[config.mk]
export PLATFORM = sky130hd
export DESIGN_NAME = uart_irq_ident
export DESIGN_NICKNAME = d
export VERILOG_FILES = /design/src/rtl/uart_irq_pkg.sv /design/src/rtl/uart_irq_ctrl.sv /design/src/rtl/uart_irq_datapath.sv /design/src/rtl/uart_irq_ident.sv
export SDC_FILE = /design/constraint.sdc
export NUM_CORES = 1
export LEC_CHECK = 0
export ABC_AREA = 1
export CORE_AREA = 4 4 41 43
export DETAILED_ROUTE_END_ITERATION = 8
export DIE_AREA = 0 0 45 47
export GPL_TIMING_DRIVEN = 0
export PLACE_DENSITY = 0.72
export SLEW_MARGIN = 30
export SYNTH_ARGS = -nofsm -noshare
export SYNTH_HDL_FRONTEND = slang
export SYNTH_HIERARCHICAL = 1
export SYNTH_SLANG_ARGS = --single-unit
[constraint.sdc]
create_clock -name clk -period 2.6 [get_ports clk]
set_input_delay 0.52 -clock clk [delete_from_list [all_inputs] [get_ports clk]]
set_output_delay 0.52 -clock clk [all_outputs]
set_load 0.1 [all_outputs]
[src/rtl/uart_irq_pkg.sv]
package uart_irq_pkg;
  localparam int NSRC = 5;
  localparam int CODEW = 4;

  // Index order is also the priority order: index 0 wins.
  typedef enum logic [2:0] {
    SRC_LINE    = 3'd0,
    SRC_RXRDY   = 3'd1,
    SRC_RXTMO   = 3'd2,
    SRC_TXEMPTY = 3'd3,
    SRC_MODEM   = 3'd4
  } srcIdx_e;

  typedef struct packed {
    logic [NSRC-1:0]  clrMask;
    logic [CODEW-1:0] idCode;
  } ctrlStrobe_t;

  localparam logic [CODEW-1:0] CODE_IDLE = 4'b0001;

  function automatic logic [CODEW-1:0] codeOf(input int idx);
    case (idx)
      int'(SRC_LINE):    codeOf = 4'b0110;
      int'(SRC_RXRDY):   codeOf = 4'b0100;
      int'(SRC_RXTMO):   codeOf = 4'b1100;
      int'(SRC_TXEMPTY): codeOf = 4'b0010;
      int'(SRC_MODEM):   codeOf = 4'b0000;
      default:           codeOf = CODE_IDLE;
    endcase
  endfunction
endpackage

[src/rtl/uart_irq_ctrl.sv]
module uart_irq_ctrl
  import uart_irq_pkg::*;
(
  input  logic [NSRC-1:0] pending,
  input  logic            statusRead,
  output ctrlStrobe_t     strobes
);
  logic [NSRC-1:0]  winOh;
  logic [CODEW-1:0] winCode;

  // Walk from lowest priority up so the highest pending source is kept last.
  always_comb begin
    winOh   = '0;
    winCode = CODE_IDLE;
    for (int i = NSRC - 1; i >= 0; i--) begin
      if (pending[i]) begin
        winOh    = '0;
        winOh[i] = 1'b1;
        winCode  = codeOf(i);
      end
    end
  end

  always_comb begin
    strobes.idCode  = winCode;
    strobes.clrMask = statusRead ? winOh : '0;
  end
endmodule

[src/rtl/uart_irq_datapath.sv]
module uart_irq_datapath
  import uart_irq_pkg::*;
(
  input  logic            clk,
  input  logic            rstN,
  input  logic [NSRC-1:0] reqIn,
  input  logic [NSRC-1:0] enIn,
  input  logic            fifoOn,
  input  ctrlStrobe_t     strobes,
  output logic [NSRC-1:0] pending,
  output logic [7:0]      statusByte
);
  genvar g;
  generate
    for (g = 0; g < NSRC; g++) begin : gSrc
      logic reqPrev;
      logic rise;
      assign rise = reqIn[g] & ~reqPrev & enIn[g];
      always_ff @(posedge clk or negedge rstN) begin
        if (!rstN) begin
          reqPrev    <= 1'b0;
          pending[g] <= 1'b0;
        end else begin
          reqPrev    <= reqIn[g];
          // a new event wins over the clear so it is never lost
          pending[g] <= (pending[g] & ~strobes.clrMask[g]) | rise;
        end
      end
    end
  endgenerate

  assign statusByte = {{2{fifoOn}}, 2'b00, strobes.idCode};
endmodule

[src/rtl/uart_irq_ident.sv]
module uart_irq_ident
  import uart_irq_pkg::*;
(
  input  logic            clk,
  input  logic            rstN,
  input  logic [NSRC-1:0] reqIn,
  input  logic [NSRC-1:0] enIn,
  input  logic            statusRead,
  input  logic            fifoOn,
  output logic            irqOut,
  output logic [7:0]      statusByte
);
  logic [NSRC-1:0] pending;
  ctrlStrobe_t     strobes;

  uart_irq_ctrl u_ctrl (
    .pending    (pending),
    .statusRead (statusRead),
    .strobes    (strobes)
  );

  uart_irq_datapath u_dp (
    .clk        (clk),
    .rstN       (rstN),
    .reqIn      (reqIn),
    .enIn       (enIn),
    .fifoOn     (fifoOn),
    .strobes    (strobes),
    .pending    (pending),
    .statusByte (statusByte)
  );

  assign irqOut = |pending;
endmodule

; Yosys cells after proc, flatten, opt, wreduce, memory -nomap -nowiden
; Cells that the tools add are included.
[word_totals]
mem_bits_rw = 0
latch_bits = 0
mem_bits_ro = 0
regBits = 10
memories = 0
[classes]
addsub = 0
shift = 0
reduce_logical = 1
muxes = 11
div = 0
magnitude_cmp = 0
bitwise_logic = 30
eq_ne = 0
multipliers = 0
[ops]
columns = operator, n
row1 = $mux W5, 6
row2 = $and A1 B1 Y1, 15
row3 = $mux W4, 3
row4 = $not A1 Y1, 10
row5 = $or A1 B1 Y1, 5
row6 = $reduce_or A5 Y1, 1
row7 = $mux W2, 1
row8 = $mux W1, 1

; Longest topological paths before layout
[depth]
depth_word = 9
mapped_depth = 6
depth_no_buf = 6

; By module
; Netlist, hierarchy kept.
[modules_own_cells]
columns = module, area_per_inst_um2, cells_per_inst, instances
row1 = uart_irq_datapath, 414.1, 44, 1
row2 = uart_irq_ctrl, 91.3, 20, 1
row3 = uart_irq_ident, 16.3, 4, 1

; Worst setup path after synthesis
; Ideal clock, no wire load.
[synth_timing]
path_type = reg-to-output
start = register u_dp.pending[1]
end = output port irqOut
path_slack_ps = 832
arrival_ps = 1248
required_time_ps = 2080
stages_incl_launch_ff = 3
cell_sequence = dfrtp_1 -> nor2_1 -> nand3_1
[synth_via]
elab_chain_cells = 1
[synth_rtl]
columns = item, line_no
row1 = start: declaration, uart_irq_datapath.sv:10  ; output logic [NSRC-1:0] pending,
row2 = start signal: indexed assignment, uart_irq_datapath.sv:26  ; pending[g] <= (pending[g] & ~strobes.clrMask[g]) | rise;
row3 = $reduce_or A5 Y1, uart_irq_ident.sv:33  ; assign irqOut = |pending;
row4 = end: declaration, uart_irq_ident.sv:10  ; output logic irqOut,
; Every way passes these cells.

; Final worst setup path
[layout_timing]
start = register u_dp.pending[2]
end = output port irqOut
; The elaborated chain is that of the path after synthesis.

==> reports/qor.txt <==
OUTCOME
--------------------------------------------------------------------------------
Status                                                                 completed

POWER AND IR DROP
--------------------------------------------------------------------------------
Register share of total power                                              32.9%
Internal power                                                        0.000374 W
Maximum VDD drop                                                        0.489 mV
Net Sw Frac                                                                47.0%
Combinational group share of total power                                   48.4%
Power Dens Cells                                                      921 nW/um2
Tot Pwr                                                               0.000705 W
Clock network power share                                                  18.7%
Leakage component of the power                                          0.411 nW
Sw power                                                              0.000331 W

FLOORPLAN
--------------------------------------------------------------------------------
Floorplan die width                                                        45 um
Core Footprint                                                          1300 um2
Number of placement rows                                                      13
Num ports                                                                     23
Starting density of the core                                               40.1%
Die Y-Extent                                                               47 um
Area enclosed by the die boundary                                       2120 um2

ROUTING
--------------------------------------------------------------------------------
Wire length per cell                                                     9.36 um
Drt pass-1 iters                                                               4
Total wire length                                                        1000 um
Antenna Violating Nets Remaining                                               0
Via density                                                                 3.99
Residual DRC                                                                   0
Drt initial violations                                                         4
Total number of vias                                                         427

SYNTH
--------------------------------------------------------------------------------
Synthesis-stage register bit count                                            10
Mapped Avg Cell Area                                                    7.67 um2
Yosys warnings                                                                 6
Post-Synthesis Cells                                                          68
Post-synthesis sequential area ratio                                       48.0%
Post-synth cell types                                                         11
Post-synth design cell area                                              522 um2

GLOBAL ROUTING
--------------------------------------------------------------------------------
Pin count of the biggest net entering global routing                          11
Number of global-route vias before repair                                    384
Aggregate global-route resource usage                                      9.84%
Number of antenna violations at the first check in global routing              0
Wire length of the first global-routing pass                             1510 um
Remaining global-route overflow                                                0

SETUP PATH
--------------------------------------------------------------------------------
Crit start category                                                     register
Category of the worst setup path capture point                       output port
Data arrival, critical path                                              1.95 ns
Category of the most critical setup path                            register to output port
Highest net fanout along the worst path                                        4
Worst EP required                                                        2.08 ns

TIMING
--------------------------------------------------------------------------------
Worst rel slew slack                                                       35.4%
Sum of negative setup slack                                                 0 ns
Number of setup violations in the final report                                 0
Fin. Hold Viols                                                                0
Worst clock skew                                                      0.00348 ns
Maximum operating frequency                                              405 MHz
Total count of max-transition violations in the final report                   0
Worst-margin pin slew                                                   0.966 ns
Share of the clock period used by the worst path after layout              95.0%
Setup repair after global routing missed its margin                        false
Post-layout min period                                                   2.47 ns

CLOCK TREE
--------------------------------------------------------------------------------
Clock tree from TritonCTS                                                  built
CTS H-Tree Depth                                                               1
Root buffer cell                                                    sky130_fd_sc_hd__clkbuf_4
Clock tree sinks                                                              10
Worst-skew pair later-pin latency                                        0.25 ns
Maximum buffer depth of the clock tree                                         2
Clock Pin Slew Worst Setup and Hold Paths                                0.06 ns
Post-CTS Repair Setup Buffers                                                  0
Inserted Clock Buffers                                                         3

FINAL LAYOUT
--------------------------------------------------------------------------------
Number of non-filler instances in the completed layout                       107
Net count, final                                                             107
Fraction of layout instances using a drive strength above 1                18.5%
Leading cell type in the layout, fill and taps excluded             sky130_fd_sc_hd__nand2_1
Leading cell types in the layout, fill and taps excluded            sky130_fd_sc_hd__nand2_1 (16), sky130_fd_sc_hd__inv_1 (15), sky130_fd_sc_hd__clkdlybuf4s50_1 (15)
Area Growth Syn to Fin                                                     46.8%
Number of diodes                                                               0

PLACED DESIGN
--------------------------------------------------------------------------------
Inst Count DP                                                                103
Buffers on Ports                                                              19
GPL Wtd Cong                                                               0.690
Detail Placement HPWL                                                     862 um

WORST HOLD PATH
--------------------------------------------------------------------------------
Class of the tightest hold or removal check                         register to register

FLOW RUN
--------------------------------------------------------------------------------
Max-Cap Viols                                                                  0

## metrics by stage
stage               worst slack (ns)  cell area (um2)  hold slack, ns  utilization (%)
detailed placement             0.160              734           0.485             56.4
floorplan                      0.832              526           0.224                -
finish                         0.130              766           0.490             58.8
global placement               0.178              734           0.471             56.4
global route                  0.0567              766           0.523             58.8
CTS                            0.114              766           0.500             58.8
## layer usage
layer	vias to the layer above	track usage (%)	share of wire (%)
met5	-	0	0
met4	0	3.51	0
met3	0	1.15	6.6
met2	12	19.8	56
met1	179	10.4	37
li1	236	-	-
## power groups by stage
stage	registers [W]	logic (W)	clock network, W
after floorplan	0.000226	0.000281	0
after global placement	0.000230	0.000348	0
after detailed placement	0.000235	0.000357	0
after CTS	0.000232	0.000345	0.000136
after global routing	0.000238	0.000369	0.000143
final	0.000232	0.000342	0.000132
## synth_stat cells
master,instances,area [um2]
sky130_fd_sc_hd__inv_1,15,56.3
sky130_fd_sc_hd__inv_2,1,3.75
sky130_fd_sc_hd__nand2_2,1,6.26
sky130_fd_sc_hd__nand3_1,7,35.0
sky130_fd_sc_hd__conb_1,1,3.75
sky130_fd_sc_hd__buf_4,8,60.1
sky130_fd_sc_hd__dfrtp_1,10,250
sky130_fd_sc_hd__nor2_4,1,11.3
sky130_fd_sc_hd__nor2_1,6,22.5
sky130_fd_sc_hd__nand2_1,16,60.1
sky130_fd_sc_hd__nor2_2,2,12.5
## logic make-up (layout without fill, tap and decap cells)
| kind of cell | Yosys count | in the layout | share of synthesized area [%] |
|---|---|---|---|
| and+or+nand+nor | 33 | 33 | 28.3 |
| DFF | 10 | 10 | 48.0 |
| other | 1 | 2 | 0.719 |
| buffers and inverters | 24 | 47 | 23.0 |
## worst max-delay path, stage by stage, from the launching register on
cell	delay, ns
sky130_fd_sc_hd__dfrtp_1	0.44
sky130_fd_sc_hd__inv_1	0.06
sky130_fd_sc_hd__nand3_1	0.08
sky130_fd_sc_hd__clkdlybuf4s50_1	1.13
## worst paths after layout
check	startpoint	endpoint	slack, ns	depth (start not counted)
worst min register to register	u_dp/gSrc[1].reqPrev	u_dp/pending[1]	0.49	3
worst max register to register	u_dp/pending[2]	u_dp/pending[3]	1.59	6
max in group asynchronous	rstN	u_dp/gSrc[1].reqPrev	1.73	1
worst min-delay path	u_dp/gSrc[1].reqPrev	u_dp/pending[1]	0.49	3
worst max-delay path	u_dp/pending[2]	irqOut	0.13	3
min in group asynchronous	rstN	u_dp/pending[4]	0.57	1
## area by class of cell
class	count	area, um2
multi-input cells	35	155
inverters	16	60.1
plain buffers	8	60.1
repair buffers	19	185
fillers	135	536
clock buffers	4	36.3
well taps	15	18.8
flip-flops and latches	10	250
## registers in the layout (all words and copies together), names as in the netlist
register / cells
u_dp/pending: 5
u_dp/gSrc.reqPrev: 5
## repair_timing
action                                  CTS  global route
endpoints found under the setup margin    4             0
hold buffers                              0             0
gates resized for setup                   4             0
Note: power is estimated with default switching activity, not from simulation.
